==> src/rtl/osem_pkg.sv <==
// Shared encodings for the dual-master ownership semaphore.
// Assumes the state field is exactly two bits wide.
package osem_pkg;

    typedef enum logic [1:0] {
        SEM_FREE = 2'b00,
        SEM_SEC  = 2'b01,
        SEM_PRI  = 2'b10
    } sem_state_t;

    localparam logic [1:0] CODE_REL = 2'b00;
    localparam logic [1:0] CODE_SEC = 2'b01;
    localparam logic [1:0] CODE_PRI = 2'b10;

    localparam int SEM_ADDR  = 0;
    localparam int VIOL_ADDR = 1;

endpackage

==> src/rtl/osem_state.sv <==
// Ownership state machine. It takes the decoded semaphore writes of both
// ports and keeps the 2-bit state, a registered owner select and a
// registered lock flag.
// Assumes each port offers at most one write per cycle.
module osem_state
    import osem_pkg::*;
(
    input  logic       clk,
    input  logic       rst_n,
    input  logic       pri_wr,
    input  logic [1:0] pri_code,
    input  logic       sec_wr,
    input  logic [1:0] sec_code,
    output sem_state_t state_q,
    output logic       owner_sec_q,
    output logic       locked_q
);

    sem_state_t state_d;

    logic pri_claim, sec_claim, pri_rel, sec_rel;

    // Qualify each port's write by its own entitled codes.
    always_comb begin
        pri_claim = pri_wr && (pri_code == CODE_PRI);
        sec_claim = sec_wr && (sec_code == CODE_SEC);
        pri_rel   = pri_wr && (pri_code == CODE_REL);
        sec_rel   = sec_wr && (sec_code == CODE_REL);
    end

    // Next state: the primary port has priority when free, and only the owner may release.
    always_comb begin
        state_d = state_q;
        unique case (state_q)
            SEM_FREE: begin
                if (pri_claim)      state_d = SEM_PRI;
                else if (sec_claim) state_d = SEM_SEC;
            end
            SEM_PRI: if (pri_rel) state_d = SEM_FREE;
            SEM_SEC: if (sec_rel) state_d = SEM_FREE;
            default: state_d = SEM_FREE;
        endcase
    end

    // Register the state and the outputs derived from it, so that nothing glitches between masters.
    always_ff @(posedge clk) begin
        if (!rst_n) begin
            state_q     <= SEM_FREE;
            owner_sec_q <= 1'b0;
            locked_q    <= 1'b0;
        end else begin
            state_q     <= state_d;
            owner_sec_q <= (state_d == SEM_SEC);
            locked_q    <= (state_d != SEM_FREE);
        end
    end

    assert_pri_claim_R2: assert property (@(posedge clk) disable iff (!rst_n)
        (state_q == SEM_FREE && pri_claim) |=> (state_q == SEM_PRI));

    assert_sec_claim_R3: assert property (@(posedge clk) disable iff (!rst_n)
        (state_q == SEM_FREE && sec_claim && !pri_claim) |=> (state_q == SEM_SEC));

    assert_owner_only_release_R4: assert property (@(posedge clk) disable iff (!rst_n)
        (state_q == SEM_SEC && !sec_rel) |=> (state_q == SEM_SEC));

    assert_no_direct_swap_R5: assert property (@(posedge clk) disable iff (!rst_n)
        (state_q == SEM_PRI) |=> (state_q != SEM_SEC));

    assert_pri_wins_R6: assert property (@(posedge clk) disable iff (!rst_n)
        (state_q == SEM_FREE && pri_claim && sec_claim) |=> (state_q == SEM_PRI));

    assert_owner_registered_R8: assert property (@(posedge clk) disable iff (!rst_n)
        $rose(owner_sec_q) |-> $past(sec_claim));

endmodule

==> src/rtl/osem_port_dec.sv <==
// Address decoder for one master port. It splits a write into a semaphore
// code, a protected-register write (gated by the port's access right) and
// a violation-flag clear. It also holds the port's sticky violation flag.
// Assumes NUM_CFG registers fit in the upper half of the address space.
module osem_port_dec
    import osem_pkg::*;
#(
    parameter int ADDR_W  = 4,
    parameter int DATA_W  = 32,
    parameter int NUM_CFG = 4,
    parameter int IDX_W   = 2
) (
    input  logic              clk,
    input  logic              rst_n,
    input  logic              wr,
    input  logic [ADDR_W-1:0] addr,
    input  logic [DATA_W-1:0] wdata,
    input  logic              cfg_access,
    output logic              sem_wr,
    output logic [1:0]        sem_code,
    output logic              hit_sem,
    output logic              hit_viol,
    output logic              hit_cfg,
    output logic [IDX_W-1:0]  cfg_idx,
    output logic              cfg_wr_ok,
    output logic              viol_q
);

    localparam int            CFG_BASE = 2 ** (ADDR_W - 1);
    localparam logic [ADDR_W:0] CFG_LO = (ADDR_W + 1)'(CFG_BASE);
    localparam logic [ADDR_W:0] CFG_HI = (ADDR_W + 1)'(CFG_BASE + NUM_CFG);

    logic [ADDR_W-1:0] cfg_off;
    logic              cfg_denied;
    logic              viol_clr;

    // Decode the address window and the register index inside the bank.
    always_comb begin
        hit_sem    = (addr == ADDR_W'(SEM_ADDR));
        hit_viol   = (addr == ADDR_W'(VIOL_ADDR));
        hit_cfg    = ({1'b0, addr} >= CFG_LO) && ({1'b0, addr} < CFG_HI);
        cfg_off    = addr - ADDR_W'(CFG_BASE);
        cfg_idx    = cfg_off[IDX_W-1:0];
        sem_wr     = wr && hit_sem;
        sem_code   = wdata[1:0];
        cfg_wr_ok  = wr && hit_cfg && cfg_access;
        cfg_denied = wr && hit_cfg && !cfg_access;
        viol_clr   = wr && hit_viol && wdata[0];
    end

    // Sticky flag: set by a refused protected write, cleared by writing one.
    always_ff @(posedge clk) begin
        if (!rst_n)          viol_q <= 1'b0;
        else if (cfg_denied) viol_q <= 1'b1;
        else if (viol_clr)   viol_q <= 1'b0;
    end

    assert_viol_set_R10: assert property (@(posedge clk) disable iff (!rst_n)
        cfg_denied |=> viol_q);

    assert_viol_clear_R10: assert property (@(posedge clk) disable iff (!rst_n)
        (wr && hit_viol && wdata[0]) |=> !viol_q);

endmodule

==> src/rtl/osem_cfg_bank.sv <==
// Bank of protected configuration registers. It accepts only the writes
// that the port decoders have already granted.
// Assumes the two grants are never active together, so the primary
// port is served first only as a safeguard.
module osem_cfg_bank #(
    parameter int NUM_CFG = 4,
    parameter int CFG_W   = 32,
    parameter int IDX_W   = 2
) (
    input  logic                     clk,
    input  logic                     rst_n,
    input  logic                     pri_wr_ok,
    input  logic [IDX_W-1:0]         pri_idx,
    input  logic [CFG_W-1:0]         pri_data,
    input  logic                     sec_wr_ok,
    input  logic [IDX_W-1:0]         sec_idx,
    input  logic [CFG_W-1:0]         sec_data,
    output logic [NUM_CFG*CFG_W-1:0] cfg_flat
);

    for (genvar g = 0; g < NUM_CFG; g++) begin : g_reg
        logic [CFG_W-1:0] val_q;

        // Hold one register and load it from whichever port is granted.
        always_ff @(posedge clk) begin
            if (!rst_n)
                val_q <= '0;
            else if (pri_wr_ok && pri_idx == IDX_W'(g))
                val_q <= pri_data;
            else if (sec_wr_ok && sec_idx == IDX_W'(g))
                val_q <= sec_data;
        end

        assign cfg_flat[g*CFG_W +: CFG_W] = val_q;
    end

    assert_single_grant_R9: assert property (@(posedge clk) disable iff (!rst_n)
        !(pri_wr_ok && sec_wr_ok));

    assert_hold_without_grant_R9: assert property (@(posedge clk) disable iff (!rst_n)
        (!pri_wr_ok && !sec_wr_ok) |=> $stable(cfg_flat));

endmodule

==> src/rtl/dual_own_sem.sv <==
// Top level of the dual-master ownership semaphore. It joins two port
// decoders, the ownership state machine and the protected register bank,
// and builds the read data of each port.
// Assumes CFG_W <= DATA_W and NUM_CFG <= 2**(ADDR_W-1).
module dual_own_sem
    import osem_pkg::*;
#(
    parameter int ADDR_W  = 4,
    parameter int DATA_W  = 32,
    parameter int NUM_CFG = 4,
    parameter int CFG_W   = 32
) (
    input  logic                     clk,
    input  logic                     rst_n,
    input  logic                     pri_wr,
    input  logic [ADDR_W-1:0]        pri_addr,
    input  logic [DATA_W-1:0]        pri_wdata,
    output logic [DATA_W-1:0]        pri_rdata,
    input  logic                     sec_wr,
    input  logic [ADDR_W-1:0]        sec_addr,
    input  logic [DATA_W-1:0]        sec_wdata,
    output logic [DATA_W-1:0]        sec_rdata,
    output logic                     owner_sec,
    output logic                     locked,
    output logic                     cfg_wen_pri,
    output logic                     cfg_wen_sec,
    output logic                     pri_viol,
    output logic                     sec_viol,
    output logic [NUM_CFG*CFG_W-1:0] cfg_flat
);

    localparam int IDX_W = (NUM_CFG > 1) ? $clog2(NUM_CFG) : 1;

    sem_state_t       state_q;
    logic             p_sem_wr, s_sem_wr;
    logic [1:0]       p_code, s_code;
    logic             p_hsem, s_hsem, p_hviol, s_hviol, p_hcfg, s_hcfg;
    logic [IDX_W-1:0] p_idx, s_idx;
    logic             p_cfg_ok, s_cfg_ok;

    // Access rights come from the registered state only.
    always_comb begin
        cfg_wen_pri = (state_q != SEM_SEC);
        cfg_wen_sec = (state_q == SEM_SEC);
    end

    osem_port_dec #(.ADDR_W(ADDR_W), .DATA_W(DATA_W), .NUM_CFG(NUM_CFG), .IDX_W(IDX_W)) u_pri_dec (
        .clk(clk), .rst_n(rst_n), .wr(pri_wr), .addr(pri_addr), .wdata(pri_wdata),
        .cfg_access(cfg_wen_pri), .sem_wr(p_sem_wr), .sem_code(p_code),
        .hit_sem(p_hsem), .hit_viol(p_hviol), .hit_cfg(p_hcfg), .cfg_idx(p_idx),
        .cfg_wr_ok(p_cfg_ok), .viol_q(pri_viol)
    );

    osem_port_dec #(.ADDR_W(ADDR_W), .DATA_W(DATA_W), .NUM_CFG(NUM_CFG), .IDX_W(IDX_W)) u_sec_dec (
        .clk(clk), .rst_n(rst_n), .wr(sec_wr), .addr(sec_addr), .wdata(sec_wdata),
        .cfg_access(cfg_wen_sec), .sem_wr(s_sem_wr), .sem_code(s_code),
        .hit_sem(s_hsem), .hit_viol(s_hviol), .hit_cfg(s_hcfg), .cfg_idx(s_idx),
        .cfg_wr_ok(s_cfg_ok), .viol_q(sec_viol)
    );

    osem_state u_state (
        .clk(clk), .rst_n(rst_n),
        .pri_wr(p_sem_wr), .pri_code(p_code),
        .sec_wr(s_sem_wr), .sec_code(s_code),
        .state_q(state_q), .owner_sec_q(owner_sec), .locked_q(locked)
    );

    osem_cfg_bank #(.NUM_CFG(NUM_CFG), .CFG_W(CFG_W), .IDX_W(IDX_W)) u_bank (
        .clk(clk), .rst_n(rst_n),
        .pri_wr_ok(p_cfg_ok), .pri_idx(p_idx), .pri_data(pri_wdata[CFG_W-1:0]),
        .sec_wr_ok(s_cfg_ok), .sec_idx(s_idx), .sec_data(sec_wdata[CFG_W-1:0]),
        .cfg_flat(cfg_flat)
    );

    // Read mux for one port: state, its own flag, or a zero-extended register.
    function automatic logic [DATA_W-1:0] rd_word(
        input logic hs, input logic hv, input logic hc,
        input logic [IDX_W-1:0] idx, input logic viol
    );
        logic [DATA_W-1:0] w;
        w = '0;
        if (hs)      w[1:0]       = state_q;
        else if (hv) w[0]         = viol;
        else if (hc) w[CFG_W-1:0] = cfg_flat[idx*CFG_W +: CFG_W];
        return w;
    endfunction

    // Read data for both ports.
    always_comb begin
        pri_rdata = rd_word(p_hsem, p_hviol, p_hcfg, p_idx, pri_viol);
        sec_rdata = rd_word(s_hsem, s_hviol, s_hcfg, s_idx, sec_viol);
    end

    assert_same_view_R7: assert property (@(posedge clk) disable iff (!rst_n)
        (p_hsem && s_hsem) |-> (pri_rdata == sec_rdata));

    assert_exclusive_access_R9: assert property (@(posedge clk) disable iff (!rst_n)
        (cfg_wen_pri != cfg_wen_sec));

endmodule

==> config.mk <==
export PLATFORM = sky130hd
export DESIGN_NAME = dual_own_sem
export DESIGN_NICKNAME = d
export VERILOG_FILES = /design/src/rtl/osem_pkg.sv /design/src/rtl/osem_state.sv /design/src/rtl/osem_port_dec.sv /design/src/rtl/osem_cfg_bank.sv /design/src/rtl/dual_own_sem.sv
export SDC_FILE = /design/constraint.sdc
export NUM_CORES = 1
export LEC_CHECK = 0
export BUFFER_PORTS_ARGS = -buffer_cell sky130_fd_sc_hd__buf_2
export CORE_MARGIN = 1.5
export CORE_UTILIZATION = 54
export DETAILED_ROUTE_END_ITERATION = 8
export GPL_TIMING_DRIVEN = 0
export MAX_ROUTING_LAYER = met4
export PLACE_DENSITY = 0.84
export SETUP_SLACK_MARGIN = 0.4
export SYNTH_ARGS = -nofsm -noshare
export SYNTH_HDL_FRONTEND = slang
export SYNTH_SLANG_ARGS = --single-unit
==> constraint.sdc <==
create_clock -name clk -period 4.5 [get_ports clk]
set_input_delay 1.125 -clock clk [delete_from_list [all_inputs] [get_ports clk]]
set_output_delay 1.125 -clock clk [all_outputs]
set_load 0.02 [all_outputs]
* Word-level counts from Yosys, hierarchy flattened
Cells that the tools add are included.
Word-level totals: memories kept 0, memory bits (read-only) 0, register bits after elaboration 134, logic and storage cells 100, memory bits (writable) 0, latch bits 0
Operators by class: eq/ne operators 14, div/mod/pow operators 0, reduce and logical (&&, ||, !) cells 42, multiply operators 0, $lt $le $gt $ge 4, bitwise operators 0, shift operators 2, multiplexer cells 27, $add $sub $neg 2
Operators with widths (number):
- $mux 32 | 10
- $shiftx 128x8->32 | 2
- $mux 31 | 2
- $mux 30 | 2
- $logic_and 1x1->1 | 26
- $reduce_bool 2->1 | 7
- $eq 2x2->1 const B | 6
- $mux 2 | 6
- $eq 2x1->1 const B | 5
- $logic_not 2->1 | 5
- $eq 4x1->1 const B | 2
- $ge 4x4->1 const B | 2
- $logic_not 4->1 | 2
- $lt 4x4->1 const B | 2
- $mux 1 | 6
- $pmux 2 s3 | 1
- $sub 2x1->2 const B | 2
- $logic_not 1->1 | 2
- $ne 2x1->1 const B | 1

* Longest topological paths before layout
word-level depth 7, depth in mapped cells 8

* By module
Synthesis repeated with hierarchy kept, for this count alone.
Second synthesis, totals: cell total of the unflattened synthesis 917, area total of the unflattened synthesis 7863.8 um^2
By module, submodules not included:
- osem_cfg_bank | seq. area each 2562.5 um^2, area each 5366.4 um^2, cells an instance 719, instances 1
- dual_own_sem | seq. area each 0.0 um^2, area each 2039.5 um^2, cells an instance 154, instances 1
- osem_port_dec | seq. area each 20.0 um^2, area each 130.1 um^2, cells an instance 14, instances 2
- osem_state | seq. area each 80.1 um^2, area each 197.7 um^2, cells an instance 16, instances 1

* Worst setup path before layout
Ideal clock, no wire load.
kind in2out, from in pri_addr[0], to out pri_rdata[10], data arrival time 2384 ps, required time 3375 ps, stages on the path 4, slack 991 ps, buffers on the path 2, cells stage by stage buf_2 -> buf_2 -> mux4_2 -> nor2b_1
On the way: word-level cells in the longest chain between the ends 5, elaborated cells on any way between the ends 10, those cells by class 1 x add/sub; 2 x order compare; 1 x eq/ne; 1 x shift; 3 x mux; 2 x reduce/logical
Ends and longest elaborated chain:
- from (decl) | RTL line dual_own_sem.sv:16 | input logic [ADDR_W-1:0] pri_addr,
- $sub 2x1->2 (tied with other cells) | RTL line osem_port_dec.sv:42 | cfg_off = addr - ADDR_W'(CFG_BASE);
- $shiftx 128x8->32 / $logic_and 1x1->1 (equally long branches) | RTL line dual_own_sem.sv:84, osem_port_dec.sv:41
- $mux 32 | RTL line dual_own_sem.sv:84 | else if (hc) w[CFG_W-1:0] = cfg_flat[idx*CFG_W +: CFG_W];
- $mux 31 | RTL line dual_own_sem.sv:83 | else if (hv) w[0] = viol;
- $mux 30 (*) | RTL line dual_own_sem.sv:82 | if (hs) w[1:0] = state_q;
- to (decl) | RTL line dual_own_sem.sv:18 | output logic [DATA_W-1:0] pri_rdata,
Mark *: on every way between the ends. The rest lies on a longest branch, timed or not.

* Final worst setup path
from in pri_addr[1], to out pri_rdata[7]
Same word-level chain as after synthesis.

==> results.toml <==
[outcome]
status = "complete, no violations"

[floorplan]
die_x_um = 123.0
rows = 43
core-area_um2 = 13990
dieArea_um2 = 15120
fp.dieH_um = 123.0
initial_core_util_pct = 55.55
ios = 274

[grt]
grt_usage_pct = 41.42
grt_max_degree = 17
grt_overflow = 0
grt_antenna_before_repair = 1
grt_pass1_wl_mm = 45.84
first_global_vias = 8451

[detailed_routing]
routed_wl_mm = 30.80
vias = 9272
via_per_inst = 6.595
ant_nets = 0
wl_per_cell_um = 21.90
firstDrtPassIters = 7
drc = 0
drtIter0Drc = 1349

[timing]
finalSetupViolCount = 0
hold_violations = 0
fin_crit_ns = 4.045
fin_crit_sh_pct = 89.88
relSlewSlack_pct = 45.46
tightest_slew_ns = 0.8182
fmax_mhz = 247.2
rsz0062_at_grt = "false"
fin_skew_ns = 0.005795
setup_tns_ns = 0
final_max_slew_viol_count = 0

[synthesis]
seq_area_frac_synth_pct = 34.52
synth_warnings = 0
synth_cells = 923
syn_area_per_cell_um2 = 8.420
synth-seq-cells = 134
yosysUniqueCellTypes = 38
syn_area_um2 = 7771
syn_nets = 999

[setup_path]
cp-end-kind = "primary output"
cpMaxStageDelayCell = "buf_1"
crit_fanout = 10
critPathMaxStageDelay_ns = 0.66
path_cells = "buf_2 -> buf_2 -> buf_1 -> mux4_2 -> nor2b_1 -> buf_2"
criticalPathCategory = "input port to primary output"
required_ns = 3.38
start_kind = "input port"
crit_top_cell = "buf_2"
critPathArrivalTime_ns = 2.92

[cells_and_area]
nets = 1289
nFillCells = 1124
mostFrequentLayoutCells = "293 x buf_2, 264 x nand2_1, 134 x dfxtp_1, 121 x o21ai_0, 120 x a31oi_1"
final_common_cell = "buf_2"
drive_gt1_share_pct = 32.82
syn2layout_area_growth_pct = 27.39
utilization_pct = 70.77

[job]
drv_cap = 0

[clock_tree]
clockRootBuffer = "clkbuf_16"
htreeDepth = 4
post_cts.repair.setup_buffers = 0
cts_buffers = 17
post_cts_resized = 0
worstSkewPairLatency_ns = 0.43
clock_path_buffers = 2
clock_sinks = 134
hold_buffers = 0
clk_pin_slew_ns = 0.05
cts_tree = "done"

[worst_hold_path]
hp-class = "flip-flop to flip-flop"

[placed_design]
hpwlAfterDp_mm = 21.35
portBuffers = 271
place_congestion = 0.9712

[power_and_ir_drop]
power_leakage_nw = 4.024
p_per_area_nw_per_um2 = 292.3
ir_drop_mv = 0.3196
==> cell type report <==
type | count | area, um^2 | share of cell area, %
Clock buffer | 28 | 526.8 | 5.321
Sequential cell | 134 | 2683 | 27.10
Buffer | 90 | 444.2 | 4.487
Tap cell | 180 | 225.2 | 2.275
Inverter | 4 | 15.01 | 0.1517
Clock inverter | 3 | 15.01 | 0.1517
Multi-Input combinational cell | 695 | 4632 | 46.79
Antenna cell | 1 | 2.502 | 0.02528
Timing Repair Buffer | 271 | 1356 | 13.70
==> logic make-up after synthesis <==
group                  after synthesis  synth area share (%)
buffers and inverters               94                 5.877
flip-flops                         134                 34.52
AO/OA/AOI/OAI                      260                 19.24
multiplexers                        66                 18.81
AND/OR/NAND/NOR                    369                 21.56
==> worst max-delay path: cells and delay by family <==
family | cells | cell delay (ns)
simple gates | 1 | 0.14
buf+inv | 4 | 1.22
mux | 1 | 0.42
==> through the flow <==
stage	power [mW]	cell area, um^2	hold slack (ns)	cells	worst slack (ns)
finish	2.893	9899	0.4971	1406	0.4553
detailed placement	1.611	9353	0.4868	1374	0.4820
CTS	2.867	9894	0.4939	1405	0.4693
global placement	1.605	9353	0.4844	1374	0.4613
floorplan	1.457	7771	0.5527	923	0.9912
global route	2.949	9899	0.5234	1406	0.4025
==> worst paths after layout <==
kind                            slack [ns]               start                        end  depth (start not counted)
worst max-delay path                  0.46         pri_addr[1]               pri_rdata[7]                          6
worst min-delay path                  0.50    u_pri_dec.viol_q           u_pri_dec.viol_q                          2
worst max register to register        2.21  u_state.state_q[0]  u_bank.g_reg[1].val_q[29]                          7
worst min register to register        0.50    u_pri_dec.viol_q           u_pri_dec.viol_q                          2
==> cells in the mapped netlist <==
| cell type | instances | share of area (%) |
|---|---|---|
| or4_1 | 2 | 0.19 |
| a311oi_1 | 8 | 0.90 |
| nor2_1 | 14 | 0.68 |
| buf_2 | 23 | 1.5 |
| nor3_1 | 3 | 0.19 |
| o41ai_1 | 1 | 0.11 |
| dfxtp_1 | 134 | 35 |
| and4b_1 | 1 | 0.13 |
| nand3_1 | 3 | 0.19 |
| nor3_2 | 2 | 0.26 |
| nand4b_1 | 1 | 0.11 |
| and3b_1 | 2 | 0.23 |
| o32ai_1 | 2 | 0.23 |
| mux2i_1 | 2 | 0.26 |
| clkinv_1 | 1 | 0.048 |
| a21oi_1 | 7 | 0.45 |
| nor2b_1 | 61 | 4.9 |
| nand2_1 | 264 | 13 |
| clkbuf_1 | 56 | 2.7 |
| buf_1 | 1 | 0.048 |
| and3_1 | 1 | 0.081 |
| nand2b_1 | 4 | 0.32 |
| inv_1 | 2 | 0.097 |
| o21bai_1 | 1 | 0.097 |
| or3b_1 | 1 | 0.11 |
| mux4_2 | 64 | 19 |
| buf_6 | 10 | 1.4 |
| o21ai_0 | 121 | 7.8 |
| nor2b_4 | 1 | 0.18 |
| nor4b_2 | 1 | 0.19 |
| nand3b_2 | 1 | 0.14 |
| nor4_4 | 1 | 0.27 |
| nand3b_1 | 1 | 0.097 |
| nor4b_1 | 1 | 0.11 |
| or3_1 | 3 | 0.24 |
| nand4_2 | 1 | 0.16 |
| a31oi_1 | 120 | 9.7 |
| inv_2 | 1 | 0.048 |
==> routing by layer <==
metal | routed length, um | global-route usage, % | vias to the layer above
met5 | 0 | - | -
met4 | 1384 | 20.86 | 0
met3 | 4056 | 8.441 | 147
met2 | 14180 | 63.19 | 887
li1 | - | - | 3925
met1 | 11180 | 52.48 | 4313
==> power breakdown <==
part	leakage, nW	switching (mW)	internal (mW)
Sequential	1.08	0.0289	1.21
Combinational	2.67	0.228	0.131
Clock	0.270	0.505	0.787
==> sequential cells by signal, summed over array words and instances, names as in the netlist <==
name	cells
u_state.locked_q	1
u_pri_dec.viol_q	1
u_state.state_q	2
u_sec_dec.viol_q	1
u_bank.g.val_q	128
u_state.owner_sec_q	1
No activity file was read; power rests on OpenSTA's default activity.
